===== src/rtl/iorc_pkg.sv =====
package iorc_pkg;

  // Recovery state of the gap counter
  typedef enum logic {
    RC_READY = 1'b0,
    RC_HOLD  = 1'b1
  } rc_state_t;

  // Event produced when an I/O strobe is released
  typedef struct packed {
    logic rel;    // a strobe was released at this edge
    logic split;  // the released strobe was the first byte of a split access
  } rc_evt_t;

endpackage


===== src/rtl/iorc_strobe_edge.sv =====
module iorc_strobe_edge
  import iorc_pkg::*;
#(
  parameter int N_STRB = 2
) (
  input  logic              clk,
  input  logic              rst,
  input  logic [N_STRB-1:0] strb_n,
  input  logic              split_first,
  output logic              busy,
  output rc_evt_t           evt
);

  logic [N_STRB-1:0] act_vec;
  logic              act_q;

  // Turn the active-low strobes into active-high flags
  genvar gi;
  generate
    for (gi = 0; gi < N_STRB; gi++) begin : g_act
      assign act_vec[gi] = ~strb_n[gi];
    end
  endgenerate

  assign busy = |act_vec;

  // Remember whether any strobe was active at the previous edge
  always_ff @(posedge clk) begin
    if (rst) act_q <= 1'b0;
    else     act_q <= busy;
  end

  // A release is an active strobe at the previous edge that is now idle
  always_comb begin
    evt.rel   = act_q & ~busy;
    evt.split = act_q & ~busy & split_first;
  end

endmodule


===== src/rtl/iorc_delay_clamp.sv =====
module iorc_delay_clamp #(
  parameter int DLY_W   = 5,
  parameter int DEF_DLY = 4
) (
  input  logic [DLY_W-1:0] cfg,
  output logic [DLY_W-1:0] eff
);

  localparam logic [DLY_W-1:0] FLOOR = DLY_W'(DEF_DLY);

  // Raise any setting below the floor; with no floor, pass the setting through
  generate
    if (DEF_DLY > 0) begin : g_floor
      assign eff = (cfg < FLOOR) ? FLOOR : cfg;
    end else begin : g_pass
      assign eff = cfg;
    end
  endgenerate

endmodule


===== src/rtl/iorc_gap_counter.sv =====
module iorc_gap_counter
  import iorc_pkg::*;
#(
  parameter int DLY_W   = 5,
  parameter int DEF_DLY = 4
) (
  input  logic             clk,
  input  logic             rst,
  input  rc_evt_t          evt,
  input  logic [DLY_W-1:0] eff,
  output logic [DLY_W-1:0] cnt,
  output logic             done
);

  localparam logic [DLY_W-1:0] ONE   = DLY_W'(1);
  localparam logic [DLY_W-1:0] FLOOR = DLY_W'(DEF_DLY);

  rc_state_t st;

  always_ff @(posedge clk) begin
    if (rst) begin
      st   <= RC_READY;
      cnt  <= '0;
      done <= 1'b1;
    end else if (evt.rel) begin
      if (evt.split) begin
        // no gap between the two byte halves of a split access
        st   <= RC_READY;
        cnt  <= '0;
        done <= 1'b1;
      end else begin
        // capture the setting once, when the strobe is released
        st   <= RC_HOLD;
        cnt  <= eff;
        done <= 1'b0;
      end
    end else if (st == RC_HOLD) begin
      cnt <= cnt - ONE;
      if (cnt == ONE) begin
        st   <= RC_READY;
        done <= 1'b1;
      end
    end
  end

  AST_LOAD_DROPS_READY: assert property (@(posedge clk) disable iff (rst)
    (evt.rel && !evt.split) |=> !done);
  AST_SPLIT_NO_GAP: assert property (@(posedge clk) disable iff (rst)
    (evt.rel && evt.split) |=> done);
  AST_GAP_FLOOR: assert property (@(posedge clk) disable iff (rst)
    (evt.rel && !evt.split) |=> (cnt >= FLOOR));
  AST_COUNT_STEP: assert property (@(posedge clk) disable iff (rst)
    ((cnt != '0) && !evt.rel) |=> (cnt == $past(cnt) - ONE));
  AST_READY_STICKY: assert property (@(posedge clk) disable iff (rst)
    (done && !evt.rel) |=> done);
  AST_READY_AT_ZERO: assert property (@(posedge clk) disable iff (rst)
    done == (cnt == '0));

endmodule


===== src/rtl/io_recovery_ctrl.sv =====
module io_recovery_ctrl
  import iorc_pkg::*;
#(
  parameter int DLY_W   = 5,
  parameter int DEF_DLY = 4
) (
  input  logic             clk,
  input  logic             rst,
  input  logic             io_pending,
  input  logic             split_first,
  input  logic             rd_strobe_n,
  input  logic             wr_strobe_n,
  input  logic [DLY_W-1:0] dly_cfg,
  output logic             recov_done,
  output logic             start_ok
);

  localparam int N_STRB = 2;

  logic             busy;
  rc_evt_t          evt;
  logic [DLY_W-1:0] eff;
  logic [DLY_W-1:0] cnt;

  iorc_strobe_edge #(.N_STRB(N_STRB)) u_edge (
    .clk         (clk),
    .rst         (rst),
    .strb_n      ({wr_strobe_n, rd_strobe_n}),
    .split_first (split_first),
    .busy        (busy),
    .evt         (evt)
  );

  iorc_delay_clamp #(.DLY_W(DLY_W), .DEF_DLY(DEF_DLY)) u_clamp (
    .cfg (dly_cfg),
    .eff (eff)
  );

  iorc_gap_counter #(.DLY_W(DLY_W), .DEF_DLY(DEF_DLY)) u_cnt (
    .clk  (clk),
    .rst  (rst),
    .evt  (evt),
    .eff  (eff),
    .cnt  (cnt),
    .done (recov_done)
  );

  // A waiting cycle may start only once the gap is over and the bus is quiet
  assign start_ok = io_pending & recov_done & ~busy;

  AST_GRANT_AFTER_COUNT: assert property (@(posedge clk) disable iff (rst)
    start_ok |-> (cnt == '0));
  AST_NO_GRANT_IN_STROBE: assert property (@(posedge clk) disable iff (rst)
    (!rd_strobe_n || !wr_strobe_n) |-> !start_ok);

endmodule


===== config.mk =====
export PLATFORM = sky130hd
export DESIGN_NAME = io_recovery_ctrl
export DESIGN_NICKNAME = d
export VERILOG_FILES = /design/src/rtl/iorc_pkg.sv /design/src/rtl/iorc_strobe_edge.sv /design/src/rtl/iorc_delay_clamp.sv /design/src/rtl/iorc_gap_counter.sv /design/src/rtl/io_recovery_ctrl.sv
export SDC_FILE = /design/constraint.sdc
export NUM_CORES = 1
export LEC_CHECK = 0
export ABC_AREA = 0
export ABC_CLOCK_PERIOD_IN_PS = 2120
export BUFFER_PORTS_ARGS = -buffer_cell sky130_fd_sc_hd__buf_4
export CELL_PAD_IN_SITES_DETAIL_PLACEMENT = 0
export CELL_PAD_IN_SITES_GLOBAL_PLACEMENT = 2
export CORE_MARGIN = 5
export CORE_UTILIZATION = 30
export DETAILED_ROUTE_END_ITERATION = 8
export GPL_TIMING_DRIVEN = 1
export PLACE_DENSITY_LB_ADDON = 0.1
export SYNTH_ARGS = -nofsm -noshare
export SYNTH_HDL_FRONTEND = slang
export SYNTH_SLANG_ARGS = --single-unit

===== constraint.sdc =====
create_clock -name clk -period 2.12 [get_ports clk]
set_input_delay 0.424 -clock clk [delete_from_list [all_inputs] [get_ports clk]]
set_output_delay 0.424 -clock clk [all_outputs]
set_load 0.005 [all_outputs]

==> flow_summary.json, run 1 <==
{
  "status": "completed",
  "critPathLaunch": "u_cnt.cnt[0]",
  "rr_worst_depth": 5,
  "end_kind": "flip-flop",
  "synth_cell_types": 30,
  "grt_overflow_total": 0,
  "htreeDepth": 1,
  "total_power_uw": 343,
  "clock_skew_ps": 1.60,
  "detail-route-antenna-nets": 0,
  "critPathKind": "flip-flop to flip-flop",
  "drc": 0,
  "setup_tns_ps": 0,
  "ys_seq_area_share_pct": 34.6,
  "fp-row-count": 14,
  "die_w_um": 49.3,
  "whs_ps": 386,
  "tightestPinTransition_ps": 405,
  "synthCells": 49,
  "finish.utilization_pct": 39.2,
  "whs_endpoint": "u_edge.act_q",
  "hold_viol": 0,
  "worst_ep_required_time_ps": 2280,
  "cts_resized": 0,
  "power_density_nw_per_um2": 587,
  "routabilityCongestion": 0.727,
  "post_cts.repair.setup_buffers": 0,
  "cp.arrival_ps": 1550,
  "cp-start-kind": "flip-flop",
  "place_hpwl_um": 845,
  "ys_warn_count": 0,
  "clock_latency_ps": 250,
  "cts_tree": "built",
  "period_needed_ps": 1390,
  "cp_max_fo": 4,
  "cts-root-buf": "clkbuf_4",
  "antenna_found_initial": 0,
  "nFillCells": 157,
  "drive_gt1_share_pct": 28.6,
  "fin_ws_ps": 730,
  "setup_viol": 0,
  "syn_avg_cell_area_sq_um": 9.45,
  "wl_per_cell_um": 13.4,
  "ir_drop_mv": 0.252,
  "antennaDiodeCount": 0,
  "postCtsHoldBufs": 0,
  "synth_nets": 62,
  "place_ws_ps": 737,
  "hold_start": "wr_strobe_n",
  "max-cap-violations": 0,
  "max_freq_mhz": 719,
  "fin_nets": 78,
  "report.final.slew_viol_count": 0,
  "vias_per_cell": 5.47,
  "cts_buffers": 3,
  "coreArea_sq_um": 1490,
  "rr_startpoint": "u_cnt.cnt[0]",
  "clk_pin_slew_ps": 60,
  "port_buffers": 12,
  "synth_area_sq_um": 463,
  "min_period_over_period_pct": 65.6,
  "r2r_slack_ps": 730,
  "vias": 432,
  "ys_seq_elements": 8,
  "dieArea_sq_um": 2430,
  "io_pins": 13,
  "grt.total_usage_pct": 10.0,
  "initial_core_util_pct": 31.1,
  "leakagePower_nw": 0.240,
  "grt_pass1_wl_um": 1900,
  "r2r-end": "u_cnt.cnt[4]",
  "hold_path.class": "primary input to flip-flop",
  "clock-sinks": 8,
  "grt_pass1_vias": 434,
  "routed_wl_um": 1060,
  "firstDrtPassIters": 3,
  "die_y_um": 49.3,
  "rsz0062_at_grt": "false",
  "grt_max_degree": 9,
  "holdPathStages": 2,
  "drtIter0Drc": 4,
  "area_growth_pct": 26.2,
  "maxSlewHeadroom_pct": 72.7,
  "clk_path_buf_depth": 2
}
## layout by cell type, fill, tap and decap left out, types with 2 or more instances in the layout
cell type   n
a211oi_1    4
buf_4      12
nor3_1      2
clkbuf_4    3
dfxtp_1     8
ha_1        2
o21bai_1    2
a21oi_1     4
a311oi_1    2
inv_1       3
## metal layers
metal | track usage [%] | part of all wire (%) | vias to the layer above
li1 | - | - | 222
met1 | 12.3 | 45 | 200
met2 | 15.0 | 50 | 8
met3 | 2.75 | 3.5 | 2
met4 | 6.73 | 1.3 | 0
met5 | 0 | 0 | -
## area by class of cell
class | instances | area (sq um) | share of cell area, %
Clock buffer | 3 | 22.5 | 3.85
Inverter | 3 | 11.3 | 1.93
Multi-Input combinational cell | 37 | 280 | 48.0
Sequential cell | 8 | 160 | 27.4
Tap cell | 16 | 20.0 | 3.43
Timing Repair Buffer | 12 | 90.1 | 15.4
## worst max path at each step
stage              endpoint  slack (ps)  depth (start not counted)
6_report       u_cnt.cnt[4]         730                          5
5_1_grt        u_cnt.cnt[4]         650                          5
4_1_cts        u_cnt.cnt[4]         730                          5
3_3_place_gp   u_cnt.cnt[3]         740                          4
3_5_place_dp   u_cnt.cnt[4]         740                          5
2_1_floorplan  u_cnt.cnt[4]         800                          5
## Yosys cell counts
library cell  instances  share of area [%]
a211o_1               1                1.9
a211oi_1              4                6.5
a21oi_1               4                4.3
a311oi_1              2                3.8
a31oi_1               1                1.4
and2_2                1                1.6
and3_1                1                1.4
and4_1                1                1.9
and4b_1               1                2.2
buf_6                 1                2.4
dfxtp_1               8                 35
ha_1                  2                5.4
inv_1                 3                2.4
nand2_1               1               0.81
nand2_4               1                2.4
nand2b_1              1                1.4
nand3_1               1                1.1
nand4_1               1                1.4
nor3_1                2                2.2
nor3b_1               1                1.6
nor4b_1               1                1.9
o211a_1               1                2.2
o211ai_1              1                1.6
o21ba_2               1                2.2
o21bai_1              2                3.2
o31ai_1               1                1.6
or3_1                 1                1.4
or4_1                 1                1.6
xnor2_1               1                1.9
xor2_1                1                1.9
## power by group
group	switching [mW]	internal, mW	leakage [nW]
clock network	0.0519	0.0648	0.0138
logic	0.0258	0.0318	0.160
registers	0.00966	0.159	0.0655
## flip-flops by register name (all words and copies together) (netlist names)
register      flops
u_edge.act_q      1
u_cnt.st          1
u_cnt.done        1
u_cnt.cnt         5
## worst max-delay path, cell delays in order, from the launching register on
cell      delay [ps]
dfxtp_1          340
inv_1             60
ha_1             180
nand2_4           60
or4_1            400
a311oi_1         260
## logic make-up (layout without fill, tap and decap cells)
| logic type | count (synthesis) | count (layout) | synth area share (%) |
|---|---|---|---|
| buf+inv | 4 | 18 | 4.86 |
| fa+ha+maj | 2 | 2 | 5.40 |
| compound gates | 18 | 18 | 28.7 |
| xor+xnor | 2 | 2 | 3.78 |
| flops | 8 | 8 | 34.6 |
| simple gates | 15 | 15 | 22.7 |
## per-stage QoR
stage | std cells | area, sq um
3_3_place_gp | 76 | 562
6_report | 79 | 584
3_5_place_dp | 76 | 562
4_1_cts | 79 | 584
2_1_floorplan | 49 | 463
5_1_grt | 79 | 584
Power figures use the tool's default switching activity.
==> inputs of run 2 (changes only) <==
Settings changed: ABC_CLOCK_PERIOD_IN_PS 2120 to 1400, CORE_UTILIZATION 30 to 28.
Clock period 2.12 ns to 1.4 ns, I/O delays scaled along.
==> run 2 against run 1 <==
  * Die area grew 5.7%
  * Sequential share of layout area shrank 1.9 points
  * Clock skew grew 7.6 ps
==> flow_summary.json, run 2 (synthesis results as in run 1) <==
{
  "leakagePower_nw": 0.264,
  "fp-row-count": 14,
  "port_buffers": 12,
  "vias_per_cell": 5.37,
  "io_pins": 13,
  "wl_per_cell_um": 15.0,
  "grt_overflow_total": 0,
  "coreArea_sq_um": 1540,
  "dieArea_sq_um": 2570,
  "antennaDiodeCount": 0,
  "period_needed_ps": 1340,
  "area_growth_pct": 37.8,
  "place_hpwl_um": 887,
  "rr_worst_depth": 5,
  "whs_endpoint": "u_edge.act_q",
  "ir_drop_mv": 0.426,
  "regArea_sq_um": 163,
  "r2r-end": "u_cnt.cnt[4]",
  "setup_viol": 0,
  "drtIter0Drc": 12,
  "power_density_nw_per_um2": 849,
  "whs_ps": 235,
  "grt_pass1_vias": 440,
  "min_period_over_period_pct": 95.9,
  "nFillCells": 163,
  "hold_viol": 0,
  "rr_startpoint": "u_cnt.cnt[1]",
  "hold_path.class": "primary input to flip-flop",
  "total_power_uw": 542,
  "final_common_cell": "buf_4",
  "cp.arrival_ps": 1520,
  "max_freq_mhz": 745,
  "max-cap-violations": 0,
  "clk_path_buf_depth": 2,
  "grt_max_degree": 9,
  "rsz0062_at_grt": "true",
  "htreeDepth": 1,
  "tightestPinTransition_ps": 362,
  "drc": 0,
  "detail-route-antenna-nets": 0,
  "critPathKind": "flip-flop to flip-flop",
  "routabilityCongestion": 0.624,
  "cp_max_fo": 3,
  "grt.total_usage_pct": 10.5,
  "multiInputGateArea_sq_um": 309,
  "cts-root-buf": "clkbuf_4",
  "hold_start": "wr_strobe_n",
  "finish.utilization_pct": 41.4,
  "clk_pin_slew_ps": 60,
  "fin_nets": 81,
  "largest_reg_flops": 5,
  "report.final.slew_viol_count": 0,
  "drive_gt1_share_pct": 43.9,
  "most-common-layout-cells": "buf_4, dfxtp_1, a211oi_1, a21oi_1, clkbuf_4",
  "vias": 440,
  "end_kind": "flip-flop",
  "cts_buffers": 3,
  "clock-sinks": 8,
  "firstDrtPassIters": 4,
  "die_w_um": 50.7,
  "antenna_found_initial": 0,
  "holdPathStages": 2,
  "routed_wl_um": 1230,
  "top_register": "u_cnt.cnt",
  "initial_core_util_pct": 30.0,
  "clock_latency_ps": 260,
  "cts_tree": "built",
  "worst_ep_required_time_ps": 1570,
  "status": "completed",
  "r2r_slack_ps": 60,
  "grt_pass1_wl_um": 1990,
  "die_y_um": 50.7,
  "maxSlewHeadroom_pct": 75.8,
  "clock_skew_ps": 9.16,
  "cp-start-kind": "flip-flop"
}
-- run 2: what timing repair did --
| item | 4_1_cts | 5_1_grt |
|---|---|---|
| pin swaps | 1 | 2 |
| buffers inserted | 1 | 0 |
| endpoints found under the setup margin | 1 | 2 |
| hold endpoints to repair | 0 | 0 |
| gates resized for setup | 2 | 7 |
| hold buffers | 0 | 0 |
-- run 2: cell type report --
type	instances	share of cell area, %
clock buffer	3	3.53
timing repair buffer	15	17.6
sequential	8	25.5
tap	16	3.14
multi-input combinational	37	48.4
inverter	3	1.76
-- run 2: power breakdown --
part,internal [mW],switching [mW]
clock network,0.0984,0.0832
registers,0.241,0.0142
logic,0.0581,0.0463
total,0.398,0.144
-- run 2: worst max path at each step --
stage                  from      endpoint  slack, ps  cells after the start
2_1_floorplan  u_cnt.cnt[0]  u_cnt.cnt[4]         80                      5
3_3_place_gp   u_cnt.cnt[0]  u_cnt.cnt[4]         50                      5
3_5_place_dp   u_cnt.cnt[0]  u_cnt.cnt[4]          2                      5
4_1_cts        u_cnt.cnt[1]  u_cnt.cnt[4]          4                      5
5_1_grt        u_cnt.cnt[1]  u_cnt.cnt[4]        -10                      5
6_report       u_cnt.cnt[1]  u_cnt.cnt[4]         60                      5
-- run 2: worst max-delay path, stage by stage, from the launching register on --
cell	delay, ps
dfxtp_2	320
inv_2	80
ha_4	140
nand2_4	50
or4_4	410
a311oi_2	270
-- run 2: stage by stage --
stage	setup TNS, ps	setup slack [ps]	std cells	cell area, sq um
6_report	0	57.9	82	638
5_1_grt	-12.2	-12.2	82	638
4_1_cts	0	4.26	82	611
3_5_place_dp	0	2.22	78	577
3_3_place_gp	0	54.5	78	577
2_1_floorplan	0	84.6	49	463
-- run 2: layer usage --
layer	global-route usage, %	part of all wire [%]
met2	15.5	48
met5	0	0
met1	12.3	44
met4	2.55	0.65
met3	7.10	7.1
==> inputs of run 3 (changes only) <==
--- a/config.mk
+++ b/config.mk
@@ -12,5 +12,5 @@
 export CELL_PAD_IN_SITES_GLOBAL_PLACEMENT = 2
 export CORE_MARGIN = 5
-export CORE_UTILIZATION = 28
+export CORE_UTILIZATION = 25
 export DETAILED_ROUTE_END_ITERATION = 8
 export GPL_TIMING_DRIVEN = 1
==> constraint.sdc (replaced) <==
create_clock -name clk -period 1.4 [get_ports clk]
set_input_delay 0.07 -clock clk [delete_from_list [all_inputs] [get_ports clk]]
set_output_delay 0.07 -clock clk [all_outputs]
set_load 0.005 [all_outputs]
==> run 3 against run 2 <==
  * Flip-flop and latch count unchanged
  * Clock-buffer cell count unchanged
  * Total power rose by 0.92%
  * Routed wire length is 6.2% higher
  * First-iteration DRC count down 75%
  * Worst setup slack worse by 1.7 ps
  * Critical path depth is the same
  * Sequential share of layout area fell by 0.24 points
  * Final area fell by 0.59%
  * Sequential power about the same
  * Cell count up 12%
  * Critical path type unchanged
  * Global-route usage increased by 0.54 points
==> flow_summary.json, run 3 (synthesis results as in run 1) <==
{
  "status": "completed",
  "top_register": "u_cnt.cnt",
  "largest_reg_flops": 5,
  "hold_viol": 0,
  "port_buffers": 12,
  "drive_gt1_share_pct": 35.8,
  "path_buf_inv": 1,
  "most-common-layout-cells": "buf_4, dfxtp_1, a211oi_1, a21oi_1",
  "max_freq_mhz": 744,
  "clock_skew_ps": 4.14,
  "r2r_slack_ps": 60,
  "period_needed_ps": 1340,
  "io_pins": 13,
  "cts_tree": "built",
  "min_period_over_period_pct": 96.0,
  "grt_max_degree": 9,
  "fp-row-count": 15,
  "clk_pin_slew_ps": 60,
  "htreeDepth": 1,
  "clk_path_buf_depth": 2,
  "place_hpwl_um": 976,
  "grt.total_usage_pct": 11.0,
  "grt_pass1_vias": 434,
  "wl_per_cell_um": 14.2,
  "grt_overflow_total": 0,
  "initial_core_util_pct": 26.5,
  "routabilityCongestion": 0.734,
  "ir_drop_mv": 0.387,
  "nFillCells": 184,
  "drc": 0,
  "place_area_sq_um": 603,
  "detail-route-antenna-nets": 0,
  "clock_latency_ps": 260,
  "critical_path_depth": 5,
  "cts-root-buf": "clkbuf_4",
  "drtIter0Drc": 3,
  "antennaDiodeCount": 0,
  "critPathLaunch": "u_cnt.cnt[0]",
  "rr_startpoint": "u_cnt.cnt[0]",
  "die_y_um": 53.0,
  "place_ws_ps": 35.8,
  "power_density_nw_per_um2": 862,
  "hold_path.class": "primary input to flip-flop",
  "tightestPinTransition_ps": 276,
  "crit_chain": "inv_1 > ha_2 > nand2_4 > or4_1 > a311oi_1",
  "area_growth_pct": 37.0,
  "rr_worst_depth": 5,
  "fin_ws_ps": 56.2,
  "die_w_um": 53.0,
  "critPathKind": "flip-flop to flip-flop",
  "r2r-end": "u_cnt.cnt[4]",
  "cp_max_fo": 4,
  "fin_nets": 82,
  "stdcell_area_sq_um": 634,
  "leakagePower_nw": 0.261,
  "worst_ep_required_time_ps": 1570,
  "coreArea_sq_um": 1750,
  "max-cap-violations": 0,
  "dieArea_sq_um": 2810,
  "vias_per_cell": 4.95,
  "end_kind": "flip-flop",
  "crit_family": "simple AND/OR/NAND/NOR gates",
  "crit_end": "u_cnt.cnt[4]",
  "cp.arrival_ps": 1510,
  "critPathSlowestCell": "or4_1",
  "maxSlewHeadroom_pct": 81.4,
  "slowest_delay_ps": 390,
  "routed_wl_um": 1300,
  "vias": 455,
  "clock-sinks": 8,
  "cp-start-kind": "flip-flop",
  "firstDrtPassIters": 4,
  "final_common_cell": "buf_4",
  "cts_buffers": 3,
  "setup_viol": 0,
  "report.final.slew_viol_count": 0,
  "antenna_found_initial": 0,
  "grt_pass1_wl_um": 2150
}
-- run 3: changes by cell type in the layout (fill, tap and decap cells not counted), sizes merged --
cell  previous run  this run
buf             15        16
-- run 3: worst min path at each step --
stage / startpoint / to / slack (ps) / cells past startpoint
global placement: wr_strobe_n / u_edge.act_q / 300 / 2
global route: wr_strobe_n / u_edge.act_q / 40 / 2
finish: wr_strobe_n / u_edge.act_q / 20 / 2
detailed placement: wr_strobe_n / u_edge.act_q / 290 / 2
floorplan: rst / u_cnt.cnt[1] / 140 / 1
CTS: wr_strobe_n / u_edge.act_q / 10 / 2
-- run 3: timing repair --
| action | 4_1_cts | 5_1_grt |
|---|---|---|
| endpoints found under the setup margin | 0 | 2 |
| hold buffers | 0 | 0 |
| resized for setup | 0 | 2 |
| hold endpoints to repair | 0 | 0 |
| setup buffers | 0 | 0 |
-- run 3: layout make-up --
| type | count | area [sq um] | share of cell area [%] |
|---|---|---|---|
| flip-flops and latches | 8 | 160 | 25.2 |
| clock buffers | 3 | 22.5 | 3.55 |
| multi-input cells | 37 | 289 | 45.6 |
| inverters | 3 | 11.3 | 1.78 |
| repair buffers | 16 | 120 | 18.9 |
| well taps | 25 | 31.3 | 4.93 |
-- run 3: stage by stage --
step | std cells | power [mW] | utilization (%) | TNS (ps) | hold slack (ps)
2_1_floorplan | 49 | 0.305 | - | 0 | 139
3_3_place_gp | 89 | 0.360 | 34.6 | 0 | 295
3_5_place_dp | 89 | 0.358 | 34.6 | 0 | 294
4_1_cts | 92 | 0.556 | 35.8 | 0 | 9.83
5_1_grt | 92 | 0.581 | 36.3 | -22.8 | 37.4
6_report | 92 | 0.547 | 36.3 | 0 | 21.4
-- run 3: worst register-to-register path: cells and delay by family, from the launching register on --
| family | cells | cell delay (ps) |
|---|---|---|
| AOI/OAI and AO/OA | 1 | 210 |
| adders and majority gates | 1 | 190 |
| buffers and inverters | 1 | 70 |
| DFF | 1 | 330 |
| and+or+nand+nor | 2 | 440 |
-- run 3: routing by layer --
layer | vias up | global-route usage [%] | share of wire, %
li1 | 229 | - | -
met1 | 212 | 13.0 | 45
met2 | 14 | 17.8 | 50
met3 | 0 | 5.35 | 5.0
met4 | 0 | 2.55 | 0
met5 | - | 0 | 0
-- run 3: report_power, final --
| part | switching [mW] | internal, mW | leakage, nW |
|---|---|---|---|
| Combinational | 0.0450 | 0.0568 | 0.182 |
| Sequential | 0.0139 | 0.240 | 0.0655 |
| Clock | 0.0914 | 0.0990 | 0.0138 |
| Total | 0.150 | 0.396 | 0.261 |
